File: src/rtl/fsel_pkg.sv
package fsel_pkg;
  localparam int STRAP_W = 4;
  localparam int PAD_W   = STRAP_W + 1;
  localparam int FS_W    = 5;
  localparam int REG_W   = 8;

  // control byte bit positions
  localparam int B_FS4  = 7;
  localparam int B_FS2  = 6;
  localparam int B_FS1  = 5;
  localparam int B_FS0  = 4;
  localparam int B_SRC  = 3;
  localparam int B_FS3  = 2;
  localparam int B_SPRD = 1;
  localparam int B_TRI  = 0;
  localparam int B_48   = 7;

  localparam logic [REG_W-1:0] CTL_RST = 8'h22;
  localparam logic             AUX_RST = 1'b0;

  // select codes (FS4=0) whose spread is down-only; all others are center
  localparam logic [15:0] DOWN_MAP = 16'h82AB;

  typedef struct packed {
    logic            src_reg;
    logic [FS_W-1:0] fs;
    logic            sprd;
    logic            tri_all;
  } ctl_t;

  function automatic ctl_t ctl_decode(input logic [REG_W-1:0] b);
    ctl_t c;
    c.src_reg = b[B_SRC];
    c.fs      = {b[B_FS4], b[B_FS3], b[B_FS2], b[B_FS1], b[B_FS0]};
    c.sprd    = b[B_SPRD];
    c.tri_all = b[B_TRI];
    return c;
  endfunction
endpackage

File: src/rtl/fsel_strap_sampler.sv
module fsel_strap_sampler #(
  parameter int N_CYC = 8,
  parameter int W     = 5
) (
  input  logic         clk_i,
  input  logic         rst_ni,
  input  logic [W-1:0] pad_i,
  output logic [W-1:0] strap_o,
  output logic         done_o
);
  localparam int CNT_W = (N_CYC > 1) ? $clog2(N_CYC) : 1;
  localparam logic [CNT_W-1:0] LAST = CNT_W'(N_CYC - 1);

  logic [CNT_W-1:0] cnt_q;
  logic             done_q;
  logic             last_w;

  assign last_w = (cnt_q == LAST);

  always_ff @(posedge clk_i or negedge rst_ni) begin
    if (!rst_ni) begin
      cnt_q  <= '0;
      done_q <= 1'b0;
    end else if (!done_q) begin
      if (last_w) done_q <= 1'b1;
      else        cnt_q  <= cnt_q + 1'b1;
    end
  end

  // one all-high filter per pad: a single low sample clears the strap
  for (genvar g = 0; g < W; g++) begin : g_pad
    logic acc_q;
    logic lat_q;
    always_ff @(posedge clk_i or negedge rst_ni) begin
      if (!rst_ni) begin
        acc_q <= 1'b1;
        lat_q <= 1'b0;
      end else if (!done_q) begin
        acc_q <= acc_q & pad_i[g];
        if (last_w) lat_q <= acc_q & pad_i[g];
      end
    end
    assign strap_o[g] = lat_q;
  end

  assign done_o = done_q;

  AST_STRAP_HOLD: assert property (@(posedge clk_i) disable iff (!rst_ni)
    $past(done_q) |-> $stable(strap_o));
  AST_DONE_STICKY: assert property (@(posedge clk_i) disable iff (!rst_ni)
    $past(done_q) |-> done_q);
  AST_CNT_RANGE: assert property (@(posedge clk_i) disable iff (!rst_ni)
    cnt_q <= LAST);
  AST_PRE_DONE_CLEAR: assert property (@(posedge clk_i) disable iff (!rst_ni)
    !done_q |-> strap_o == '0);
endmodule

File: src/rtl/fsel_cfg_regs.sv
module fsel_cfg_regs
  import fsel_pkg::*;
(
  input  logic             clk_i,
  input  logic             rst_ni,
  input  logic             we_i,
  input  logic             addr_i,
  input  logic [REG_W-1:0] wdata_i,
  output logic [REG_W-1:0] ctl_o,
  output logic             sel48_o
);
  logic [REG_W-1:0] ctl_q;
  logic             sel48_q;

  always_ff @(posedge clk_i or negedge rst_ni) begin
    if (!rst_ni) begin
      ctl_q   <= CTL_RST;
      sel48_q <= AUX_RST;
    end else if (we_i) begin
      if (!addr_i) ctl_q   <= wdata_i;
      else         sel48_q <= wdata_i[B_48];
    end
  end

  assign ctl_o   = ctl_q;
  assign sel48_o = sel48_q;

  AST_CTL_QUIET: assert property (@(posedge clk_i) disable iff (!rst_ni)
    $past(!(we_i && !addr_i)) |-> $stable(ctl_o));
  AST_AUX_QUIET: assert property (@(posedge clk_i) disable iff (!rst_ni)
    $past(!(we_i && addr_i)) |-> $stable(sel48_o));
endmodule

File: src/rtl/fsel_select_mux.sv
module fsel_select_mux
  import fsel_pkg::*;
(
  input  logic               clk_i,
  input  logic               rst_ni,
  input  logic               done_i,
  input  logic               src_reg_i,
  input  logic [FS_W-1:0]    reg_fs_i,
  input  logic [STRAP_W-1:0] strap_i,
  output logic [FS_W-1:0]    fsel_o,
  output logic               chg_o,
  output logic               center_o
);
  logic [FS_W-1:0] nxt_w;
  logic [FS_W-1:0] fsel_q;
  logic            chg_q;

  always_comb begin
    if (src_reg_i) nxt_w = reg_fs_i;
    else           nxt_w = {1'b0, strap_i};
  end

  always_ff @(posedge clk_i or negedge rst_ni) begin
    if (!rst_ni) begin
      fsel_q <= '0;
      chg_q  <= 1'b0;
    end else if (done_i) begin
      fsel_q <= nxt_w;
      chg_q  <= (nxt_w != fsel_q);
    end
  end

  assign fsel_o   = fsel_q;
  assign chg_o    = chg_q;
  assign center_o = fsel_q[FS_W-1] | ~DOWN_MAP[fsel_q[STRAP_W-1:0]];

  AST_CHG_ON_NEW: assert property (@(posedge clk_i) disable iff (!rst_ni)
    (fsel_o != $past(fsel_o)) |-> chg_o);
  AST_CHG_ONLY_NEW: assert property (@(posedge clk_i) disable iff (!rst_ni)
    chg_o |-> (fsel_o != $past(fsel_o)));
  AST_PRELATCH_IDLE: assert property (@(posedge clk_i) disable iff (!rst_ni)
    !done_i |-> (fsel_o == '0 && !chg_o));
  AST_FS4_STRAP_ZERO: assert property (@(posedge clk_i) disable iff (!rst_ni)
    $past(!src_reg_i) |-> !fsel_o[FS_W-1]);
  AST_FS4_CENTER: assert property (@(posedge clk_i) disable iff (!rst_ni)
    fsel_o[FS_W-1] |-> center_o);
endmodule

File: src/rtl/fsel_strap_ctrl.sv
module fsel_strap_ctrl
  import fsel_pkg::*;
#(
  parameter int SAMPLE_CYC = 8
) (
  input  logic               clk_i,
  input  logic               rst_ni,
  input  logic [STRAP_W-1:0] pad_fs_i,
  input  logic               pad_vsel_i,
  output logic [PAD_W-1:0]   pad_oe_o,
  input  logic               cfg_we_i,
  input  logic               cfg_addr_i,
  input  logic [REG_W-1:0]   cfg_wdata_i,
  output logic               strap_done_o,
  output logic [FS_W-1:0]    fsel_o,
  output logic               fsel_chg_o,
  output logic               sprd_en_o,
  output logic               sprd_center_o,
  output logic               clk48_sel_o,
  output logic               vlow_o,
  output logic               tri_o
);
  logic [PAD_W-1:0] strap_w;
  logic             done_w;
  logic [REG_W-1:0] ctl_w;
  ctl_t             ctl_f;

  fsel_strap_sampler #(.N_CYC(SAMPLE_CYC), .W(PAD_W)) u_samp (
    .clk_i   (clk_i),
    .rst_ni  (rst_ni),
    .pad_i   ({pad_vsel_i, pad_fs_i}),
    .strap_o (strap_w),
    .done_o  (done_w)
  );

  fsel_cfg_regs u_regs (
    .clk_i   (clk_i),
    .rst_ni  (rst_ni),
    .we_i    (cfg_we_i),
    .addr_i  (cfg_addr_i),
    .wdata_i (cfg_wdata_i),
    .ctl_o   (ctl_w),
    .sel48_o (clk48_sel_o)
  );

  assign ctl_f = ctl_decode(ctl_w);

  fsel_select_mux u_mux (
    .clk_i     (clk_i),
    .rst_ni    (rst_ni),
    .done_i    (done_w),
    .src_reg_i (ctl_f.src_reg),
    .reg_fs_i  (ctl_f.fs),
    .strap_i   (strap_w[STRAP_W-1:0]),
    .fsel_o    (fsel_o),
    .chg_o     (fsel_chg_o),
    .center_o  (sprd_center_o)
  );

  assign strap_done_o = done_w;
  assign vlow_o       = strap_w[PAD_W-1];
  assign sprd_en_o    = ctl_f.sprd;
  assign tri_o        = ctl_f.tri_all;
  assign pad_oe_o     = {PAD_W{done_w & ~ctl_f.tri_all}};

  AST_OE_BEFORE_LATCH: assert property (@(posedge clk_i) disable iff (!rst_ni)
    !strap_done_o |-> pad_oe_o == '0);
  AST_OE_TRISTATE: assert property (@(posedge clk_i) disable iff (!rst_ni)
    tri_o |-> pad_oe_o == '0);
  AST_VLOW_HOLD: assert property (@(posedge clk_i) disable iff (!rst_ni)
    $past(strap_done_o) |-> $stable(vlow_o));
endmodule

File: config.mk
export PLATFORM = sky130hd
export DESIGN_NAME = fsel_strap_ctrl
export DESIGN_NICKNAME = d
export VERILOG_FILES = /design/src/rtl/fsel_pkg.sv /design/src/rtl/fsel_strap_sampler.sv /design/src/rtl/fsel_cfg_regs.sv /design/src/rtl/fsel_select_mux.sv /design/src/rtl/fsel_strap_ctrl.sv
export SDC_FILE = /design/constraint.sdc
export NUM_CORES = 1
export LEC_CHECK = 0
export ABC_AREA = 1
export BUFFER_PORTS_ARGS = -buffer_cell sky130_fd_sc_hd__clkbuf_2
export CAP_MARGIN = 20
export CORE_UTILIZATION = 50
export CTS_CLUSTER_DIAMETER = 200
export DETAILED_ROUTE_END_ITERATION = 8
export GPL_TIMING_DRIVEN = 0
export HOLD_SLACK_MARGIN = 0.15
export PLACE_DENSITY = 0.77
export SYNTH_ARGS = -nofsm -noshare
export SYNTH_HDL_FRONTEND = slang
export SYNTH_HIERARCHICAL = 1
export SYNTH_SLANG_ARGS = --single-unit
File: constraint.sdc
create_clock -name clk_i -period 1.45 [get_ports clk_i]
set_input_delay 0.29 -clock clk_i [delete_from_list [all_inputs] [get_ports clk_i]]
set_output_delay 0.29 -clock clk_i [all_outputs]
set_load 0.02 [all_outputs]
==> flow_summary_export.csv, run 1 <==
group,metric,value,unit
outcome,status,"finished, violations left",
outcome,violations,"DRC, setup timing",
synth,synth_ff_type,"dfrtp_1",
synth,post_synth.cell_area_avg,8.005,um^2
detailed_routing,drt_iter0_markers,34,
synth,yosysTopAreaCellShare,36.01,%
power_and_ir_drop,p_per_area,1073,nW/um^2
power_and_ir_drop,finalPower,2.155,mW
placed_design,hpwl,2024,um
floorplan,fp.dieArea,3283,um^2
timing,skew,8.569,ps
floorplan,die_height,57.30,um
timing,worst_pin_slew,702.0,ps
run,max_cap_viol_count,0,
synth,synth_most_common_cell,"nand2_1",
synth,async_reset_ff_share,100.0,%
clock_tree,cts.sinks,29,
synth,synth_common_cells,"nand2_1, dfrtp_1, inv_1",
placed_design,dp_cells,255,
clock_tree,cts_buffers,5,
global_route,grt_pass1_wl,5154,um
cells_and_area,seqCellArea,734.5,um^2
power_and_ir_drop,leakagePower,1.142,nW
setup_path,crit_type,"register to output pin",
clock_tree,clock_path_buffers,2,
global_route,grt.overflow.total,0,
timing,layout_setup_ws,-52.49,ps
detailed_routing,dr.pass1.iters,6,
setup_path,crit_path_cell_trace,"inv_2 -> a21oi_1 -> o22ai_1 -> nand2_1 -> clkbuf_8",
synth,synth_nets,210,
timing,rsz0062_at_grt,"yes",
timing,finalHoldViolations,0,
global_route,grt_max_degree,30,
detailed_routing,wl_per_cell,10.59,um
floorplan,die_w,57.30,um
setup_path,critical-path-max-stage-delay,400,ps
cells_and_area,layout.nets,264,
clock_tree,clkLatencyLatePin,320,ps
floorplan,initial_core_util,54.05,%
timing,clock.fmax,665.6,MHz
min_path,min_path_type,"primary input to register",
floorplan,boundaryPins,34,
synth,netlist_area,1529,um^2
placed_design,placed_area,1733,um^2
setup_path,cp.required,1160,ps
synth,synth_enable_flop_cells,0,
detailed_routing,viasPerCell,4.809,
cells_and_area,utilization,70.99,%
clock_tree,tritoncts,"built",
synth,synth_seq_cells,29,
cells_and_area,multiInputGateArea,596.8,um^2
timing,setup_viol,5,
global_route,grt_antenna_before_repair,0,
cells_and_area,finalInstanceArea,2008,um^2
placed_design,io_buffers,33,
synth,yosys_warnings,6,
synth,synth_largest_area_cell,"dfrtp_1",
detailed_routing,wl,2934,um
placed_design,place_ws,217.6,ps
synth,syn_inst,191,
detailed_routing,ant_nets,0,
cells_and_area,layout-drive-gt1-share,38.62,%
timing,setup_tns,-187.2,ps
setup_path,crit_fanout,3,
synth,ys_seq_area_share,48.04,%
timing,slew_violations,0,
cells_and_area,area_delta_synth_final,31.34,%
clock_tree,path_clk_slew,90,ps
floorplan,std_cell_rows,19,
clock_tree,cts-root-buf,"clkbuf_4",
setup_path,critPathLaunchType,"register",
synth,synth_top_cells_by_area,"dfrtp_1, nand2_1, dfstp_2, nand3_1, inv_1",
cells_and_area,fillers,248,
timing,slew_headroom,53.20,%
detailed_routing,drcViolationCount,1,
clock_tree,cts.htree.levels,2,
timing,fin_crit_sh,103.6,%
setup_path,end_kind,"output pin",
global_route,track_usage,20.58,%
setup_path,worst_ep_arrival_time,1210,ps
timing,hold_ws,157.4,ps
detailed_routing,num_vias,1332,
synth,yosys.cell_types.count,20,
cells_and_area,antenna_cells,0,
placed_design,place_congestion,0.7717,
floorplan,core-area,2829,um^2
cells_and_area,fin_cells,277,
setup_path,critical-path-slowest-cell,"dfrtp_1",
global_route,grt_pass1_vias,1251,
power_and_ir_drop,peakVddDrop,0.6491,mV
timing,post-route-min-period,1502,ps
==> worst max-delay path: cells and delay by family (launching register included) <==
family	cells	cell delay, ps
AOI/OAI and AO/OA	2	190
buffers and inverters	2	230
DFF	1	400
and+or+nand+nor	1	70
==> layer usage <==
layer / vias up / share of wire [%] / global-route usage, %
met5: - / 0 / 0
met1: 608 / 45 / 25.96
met2: 31 / 49 / 34.29
met4: 0 / 0.65 / 5.575
li1: 691 / - / -
met3: 2 / 5.2 / 6.576
==> power breakdown <==
part,switching [mW],total [mW],internal (mW)
Combinational,0.286,0.548,0.261
Clock,0.275,0.687,0.412
Sequential,0.0514,0.920,0.869
Total,0.613,2.16,1.54
==> sequential cells by signal (all words and copies together) (netlist names) <==
name / count
u_regs/sel48_o: 1
u_mux/fsel_o: 5
u_mux/chg_o: 1
u_samp/done_o: 1
u_samp/cnt_q: 3
u_samp/g_pad.lat_q: 5
u_regs/ctl_o: 8
u_samp/g_pad.acc_q: 5
==> final cells by class <==
type                            count  share of cell area (%)
Clock inverter                      1                   1.495
Buffer                             13                   6.355
Multi-Input combinational cell    124                   29.72
Clock buffer                        7                   2.741
Tap cell                           31                   1.931
Timing Repair Buffer               47                   16.51
Sequential cell                    29                   36.57
Inverter                           25                   4.673
==> cells by family after synthesis <==
family | Yosys count | share of synthesized area, %
AND/OR/NAND/NOR | 112 | 33.31
buffers and inverters | 38 | 13.50
flip-flops | 29 | 48.04
AO/OA/AOI/OAI | 10 | 3.519
adder cells (fa/ha/maj) | 2 | 1.636
==> placed cells by master (no fill, tap or decap), types with 3 or more instances in the layout <==
cell and count:
nand2_1 75, inv_2 8, dfstp_2 7, o21ai_1 6, buf_8 3, clkbuf_4 5
buf_6 10, clkbuf_2 27, nand2_2 8, dfrtp_1 22, nand3_1 19, inv_1 17
dlygate4sd3_1 4, buf_4 15
==> final timing paths <==
check | cells after the start | to | slack (ps) | start
setup / recovery | 5 | sprd_center_o | -50 | u_mux/fsel_o[3]
hold / removal | 3 | u_regs/ctl_o[1] | 160 | cfg_wdata_i[1]
setup reg to reg | 6 | u_samp/cnt_q[1] | 210 | u_samp/cnt_q[0]
hold reg to reg | 2 | u_samp/g_pad[3].acc_q | 460 | u_samp/g_pad[3].acc_q
max in group asynchronous | 2 | u_samp/g_pad[3].lat_q | 450 | rst_ni
min in group asynchronous | 2 | u_regs/ctl_o[7] | 540 | rst_ni
==> what timing repair did <==
item,in CTS,in global routing
gates resized for setup,11,14
setup buffers,8,2
hold endpoints to repair,25,0
pin swaps,2,3
hold buffers,4,0
setup endpoints to repair,6,6
No activity file was read; power rests on OpenSTA's default activity.
==> run 2: changes to the inputs <==
==> constraint.sdc (replaced) <==
create_clock -name clk_i -period 1.45 [get_ports clk_i]
set_input_delay 0.2175 -clock clk_i [delete_from_list [all_inputs] [get_ports clk_i]]
set_output_delay 0.2175 -clock clk_i [all_outputs]
set_load 0.02 [all_outputs]
==> run 2 against run 1 <==
Against the previous run: the flow finishes with violations (DRC); total power down 1.0%; sequential share of layout area down 0.89 points; clock power down 0.6%; first-iteration DRC count is 68% higher; flip-flop and latch count did not move; non-clock buffer count up 9; global-route usage down 0.16 points; wire length grew 4.7%; count of clock-buffer cells in the layout unchanged; critical path type unchanged; largest power group unchanged; highest routed layer unchanged.
==> flow_summary_export.csv, run 2 (synthesis gave the netlist of run 1 again) <==
group,metric,value,unit
clock_tree,cts_buffers,5,
setup_path,end_kind,"output pin",
floorplan,boundaryPins,34,
timing,rsz0062_at_grt,"yes",
setup_path,worst_ep_arrival_time,1210,ps
placed_design,place_congestion,0.7717,
power_and_ir_drop,peakVddDrop,0.5965,mV
detailed_routing,ant_nets,0,
setup_path,crit_fanout,4,
detailed_routing,wl_per_cell,10.74,um
cells_and_area,utilization,72.89,%
placed_design,hpwl,2024,um
floorplan,die_w,57.30,um
clock_tree,tritoncts,"built",
floorplan,die_height,57.30,um
global_route,track_usage,20.43,%
placed_design,io_buffers,33,
global_route,grt_max_degree,30,
timing,setup_viol,0,
timing,skew,5.019,ps
floorplan,fp.dieArea,3283,um^2
timing,slew_violations,0,
min_path,min_path_type,"primary input to register",
timing,clock.fmax,699.5,MHz
timing,slew_headroom,53.11,%
cells_and_area,antenna_cells,0,
power_and_ir_drop,p_per_area,1035,nW/um^2
global_route,grt_pass1_wl,5064,um
clock_tree,cts.htree.levels,2,
outcome,status,"finished, violations left",
clock_tree,clkLatencyLatePin,320,ps
detailed_routing,drt_iter0_markers,57,
floorplan,std_cell_rows,19,
floorplan,core-area,2829,um^2
global_route,grt_antenna_before_repair,0,
cells_and_area,layout-drive-gt1-share,37.65,%
timing,worst_pin_slew,703.4,ps
cells_and_area,final_common_cell,"nand2_1",
cells_and_area,largest_register_ffs,8,
clock_tree,path_clk_slew,90,ps
cells_and_area,area_delta_synth_final,34.86,%
run,max_cap_viol_count,0,
power_and_ir_drop,finalPower,2.134,mW
clock_tree,clock_path_buffers,2,
outcome,violations,"DRC",
detailed_routing,wl,3073,um
cells_and_area,layout.nets,273,
power_and_ir_drop,leakagePower,1.164,nW
timing,fin_crit_sh,98.59,%
global_route,grt_pass1_vias,1225,
cells_and_area,fillers,243,
clock_tree,cts.sinks,29,
detailed_routing,drcViolationCount,2,
setup_path,critPathLaunchType,"register",
detailed_routing,num_vias,1378,
setup_path,crit_type,"register to output pin",
setup_path,cp.required,1230,ps
detailed_routing,viasPerCell,4.818,
global_route,grt.overflow.total,0,
detailed_routing,dr.pass1.iters,6,
timing,finalHoldViolations,0,
clock_tree,cts-root-buf,"clkbuf_4",
timing,post-route-min-period,1430,ps
floorplan,initial_core_util,54.05,%
cells_and_area,layout_common_cells,"nand2_1, clkbuf_2, buf_4, dfrtp_1, nand3_1",
run 2: changes by cell type in the layout (fill, tap and decap cells not counted), sizes merged:
cell / change
buf: -1
dlygate4sd3: +10
run 2: area by class of cell:
class                           count  area [um^2]  area share, %
Inverter                           25        93.84          4.551
Tap cell                           31        38.79          1.881
Multi-Input combinational cell    124        606.8          29.43
Sequential cell                    29        735.7          35.68
Timing Repair Buffer               56        389.1          18.87
Clock buffer                        7        55.05          2.670
Buffer                             13        112.6          5.461
Clock inverter                      1        30.03          1.456
run 2: power by group:
part	switching (mW)	leakage (nW)	internal (mW)
Clock	0.272	0.0455	0.412
Combinational	0.286	0.781	0.242
Sequential	0.0524	0.337	0.870
run 2: path summary, 6_finish.rpt:
kind	startpoint	to	slack (ps)	cells after the start
worst max-delay path	u_mux/fsel_o[0]	sprd_center_o	20	4
worst min-delay path	cfg_addr_i	u_regs/sel48_o	180	3
worst max register to register	u_samp/cnt_q[0]	u_samp/cnt_q[1]	220	6
worst min register to register	u_samp/g_pad[2].acc_q	u_samp/g_pad[2].acc_q	460	2
max in group asynchronous	rst_ni	u_mux/fsel_o[1]	490	2
min in group asynchronous	rst_ni	u_mux/fsel_o[3]	470	2
run 2: repair_timing:
item / in CTS / in global routing
cloned: 0 / 0
hold buffers: 14 / 0
endpoints found under the hold margin: 36 / 0
gates resized for setup: 2 / 17
setup buffers: 2 / 7
endpoints found under the setup margin: 5 / 5
pin swaps: 0 / 4
run 2: metrics by stage:
step           hold slack, ps  setup WS [ps]  TNS, ps  cells  area [um^2]
2_1_floorplan          -78.09          174.4        0    191         1529
3_3_place_gp            303.2          254.6        0    255         1733
3_5_place_dp            301.6          224.1        0    255         1733
4_1_cts                 157.4          9.633        0    279         1978
5_1_grt                 173.7         -55.01   -56.46    286         2062
6_report                180.7          20.43        0    286         2062
run 2: metal layers:
metal | vias up | part of all wire (%) | track usage, %
li1 | 704 | - | -
met1 | 622 | 44 | 26.07
met2 | 50 | 49 | 34.12
met3 | 2 | 5.6 | 6.122
met4 | 0 | 0.62 | 5.226
met5 | - | 0 | 0
run 2: worst max-delay path, cell delays in order (launching register included):
cell	delay [ps]
dfrtp_1	440
o21ai_2	170
o22ai_2	90
nand2_1	80
buf_6	110
==> run 3: changes to the inputs <==
--- a/config.mk
+++ b/config.mk
@@ -8,7 +8,7 @@
 export ABC_AREA = 1
 export BUFFER_PORTS_ARGS = -buffer_cell sky130_fd_sc_hd__clkbuf_2
 export CAP_MARGIN = 20
-export CORE_UTILIZATION = 50
+export CORE_UTILIZATION = 48
 export CTS_CLUSTER_DIAMETER = 200
 export DETAILED_ROUTE_END_ITERATION = 8
 export GPL_TIMING_DRIVEN = 0
==> constraint.sdc (replaced) <==
create_clock -name clk_i -period 1.2 [get_ports clk_i]
set_input_delay 0.18 -clock clk_i [delete_from_list [all_inputs] [get_ports clk_i]]
set_output_delay 0.18 -clock clk_i [all_outputs]
set_load 0.02 [all_outputs]
==> run 3 against run 2 <==
Against the previous run: the flow finishes with violations (setup timing); clock skew rose by 3.8 ps; design area rose by 8.7%; clock power rose by 25%; worst setup slack got worse by 230 ps; first-iteration DRC count rose by 30%; non-clock buffer count rose by 3; hold slack improved by 0.73 ps; flip-flop and latch count did not move.
==> flow_summary_export.csv, run 3 (synthesis gave the netlist of run 1 again) <==
group,metric,value,unit
outcome,status,"finished, violations left",
clock_tree,tritoncts,"built",
power_and_ir_drop,intPower,1.934,mW
timing,skew,8.864,ps
timing,setup_viol,9,
cells_and_area,utilization,74.01,%
cells_and_area,largest_register_ffs,8,
cells_and_area,layout-drive-gt1-share,41.09,%
power_and_ir_drop,power_switching,812.0,uW
cells_and_area,final_common_cell,"nand2_1",
detailed_routing,drt_iter0_markers,74,
clock_tree,cts-root-buf,"clkbuf_4",
global_route,grt_max_degree,30,
placed_design,io_buffers,33,
floorplan,boundaryPins,34,
detailed_routing,ant_nets,0,
setup_path,crit_fanout,3,
global_route,grt_pass1_vias,1409,
setup_path,cp.required,1020,ps
timing,slew_violations,0,
setup_path,critPathLaunchType,"register",
clock_tree,clock_path_buffers,2,
power_and_ir_drop,p_per_area,1225,nW/um^2
placed_design,hpwl,2027,um
power_and_ir_drop,power_frac_seq,40.9,%
power_and_ir_drop,combPwrFrac,28.1,%
floorplan,die_w,58.44,um
floorplan,fp.dieArea,3415,um^2
detailed_routing,drcViolationCount,0,
power_and_ir_drop,power_frac_clock,31.0,%
global_route,grt_pass1_wl,5775,um
timing,post-route-min-period,1411,ps
detailed_routing,wl_per_cell,11.75,um
floorplan,initial_core_util,50.50,%
setup_path,worst_ep_arrival_time,1230,ps
cells_and_area,layout_common_cells,"nand2_1, clkbuf_2, dfrtp_1, nand3_1, buf_6",
detailed_routing,wl,3548,um
detailed_routing,dr.pass1.iters,4,
min_path,hold_depth,4,
global_route,grt_antenna_before_repair,0,
global_route,grt.overflow.total,0,
placed_design,place_ws,-27.63,ps
detailed_routing,num_vias,1445,
cells_and_area,fillers,214,
timing,layout_setup_ws,-210.7,ps
detailed_routing,viasPerCell,4.785,
floorplan,std_cell_rows,20,
setup_path,end_kind,"output pin",
clock_tree,cts.htree.levels,2,
timing,slew_headroom,52.85,%
run,max_cap_viol_count,0,
power_and_ir_drop,peakVddDrop,0.7336,mV
global_route,track_usage,23.09,%
timing,rsz0062_at_grt,"yes",
timing,clock.fmax,708.9,MHz
timing,setup_tns,-1175,ps
placed_design,place_congestion,0.8347,
timing,finalHoldViolations,0,
power_and_ir_drop,switching_share,29.57,%
min_path,min_path_type,"primary input to register",
power_and_ir_drop,leakagePower,1.211,nW
clock_tree,cts.sinks,29,
setup_path,crit_type,"register to output pin",
cells_and_area,area_delta_synth_final,46.56,%
floorplan,die_height,58.44,um
placed_design,placed_area,1754,um^2
cells_and_area,finalInstanceArea,2241,um^2
cells_and_area,layout.nets,276,
timing,fin_crit_sh,117.6,%
clock_tree,path_clk_slew,100,ps
cells_and_area,antenna_cells,0,
setup_path,ff2ff_path_depth,8,
clock_tree,clkLatencyLatePin,340,ps
floorplan,core-area,3028,um^2
clock_tree,cts_buffers,5,
power_and_ir_drop,finalPower,2.746,mW
timing,worst_pin_slew,707.3,ps
outcome,violations,"setup timing",
run 3: layout make-up:
class	count	area, um^2	share of cell area, %
sequential	29	737.0	32.89
multi-input combinational	124	633.1	28.25
timing repair buffer	59	504.2	22.50
buffer	13	127.6	5.695
inverter	25	98.84	4.411
clock buffer	7	55.05	2.457
tap	44	55.05	2.457
clock inverter	1	30.03	1.340
run 3: final timing paths:
| kind | end | slack, ps | startpoint |
|---|---|---|---|
| worst min-delay path | u_regs/ctl_o[1] | 180 | cfg_we_i |
| worst max register to register | u_mux/chg_o | -20 | u_regs/ctl_o[3] |
| worst max-delay path | sprd_center_o | -210 | u_mux/fsel_o[2] |
| max in group asynchronous | u_mux/fsel_o[0] | 290 | rst_ni |
| min in group asynchronous | u_regs/sel48_o | 410 | rst_ni |
| worst min register to register | u_samp/g_pad[4].acc_q | 460 | u_samp/g_pad[4].acc_q |
run 3: power by group through the flow:
stage	Combinational [mW]	Sequential, mW	Clock (mW)
after CTS	0.664	1.11	0.852
final	0.771	1.12	0.852
after global routing	0.837	1.13	0.899
after global placement	0.502	1.13	0
after detailed placement	0.511	1.13	0
after floorplan	0.303	1.17	0
run 3: layer usage:
metal | GRT usage, % | vias up | part of all wire [%]
li1 | - | 713 | -
met2 | 41.22 | 49 | 53
met1 | 25.53 | 673 | 39
met5 | 0 | - | 0
met4 | 13.27 | 0 | 2.2
met3 | 4.615 | 10 | 5.8
run 3: through the flow:
step	hold WS (ps)	cells
floorplan	-115.6	191
global placement	254.5	268
detailed placement	260.4	268
CTS	166.6	300
global route	196.8	302
finish	181.4	302
run 3: timing repair:
item | in CTS | in global routing
setup buffers | 9 | 2
pin swaps | 1 | 9
endpoints found under the setup margin | 16 | 21
resized for setup | 20 | 40
hold buffers | 15 | 0
hold endpoints to repair | 38 | 0
gates cloned | 0 | 1
run 3: worst max-delay path, cell delays in order, from the launching register on:
cell	delay [ps]
dfrtp_1	420
a21oi_1	190
o22ai_1	100
nand2_1	80
buf_6	110
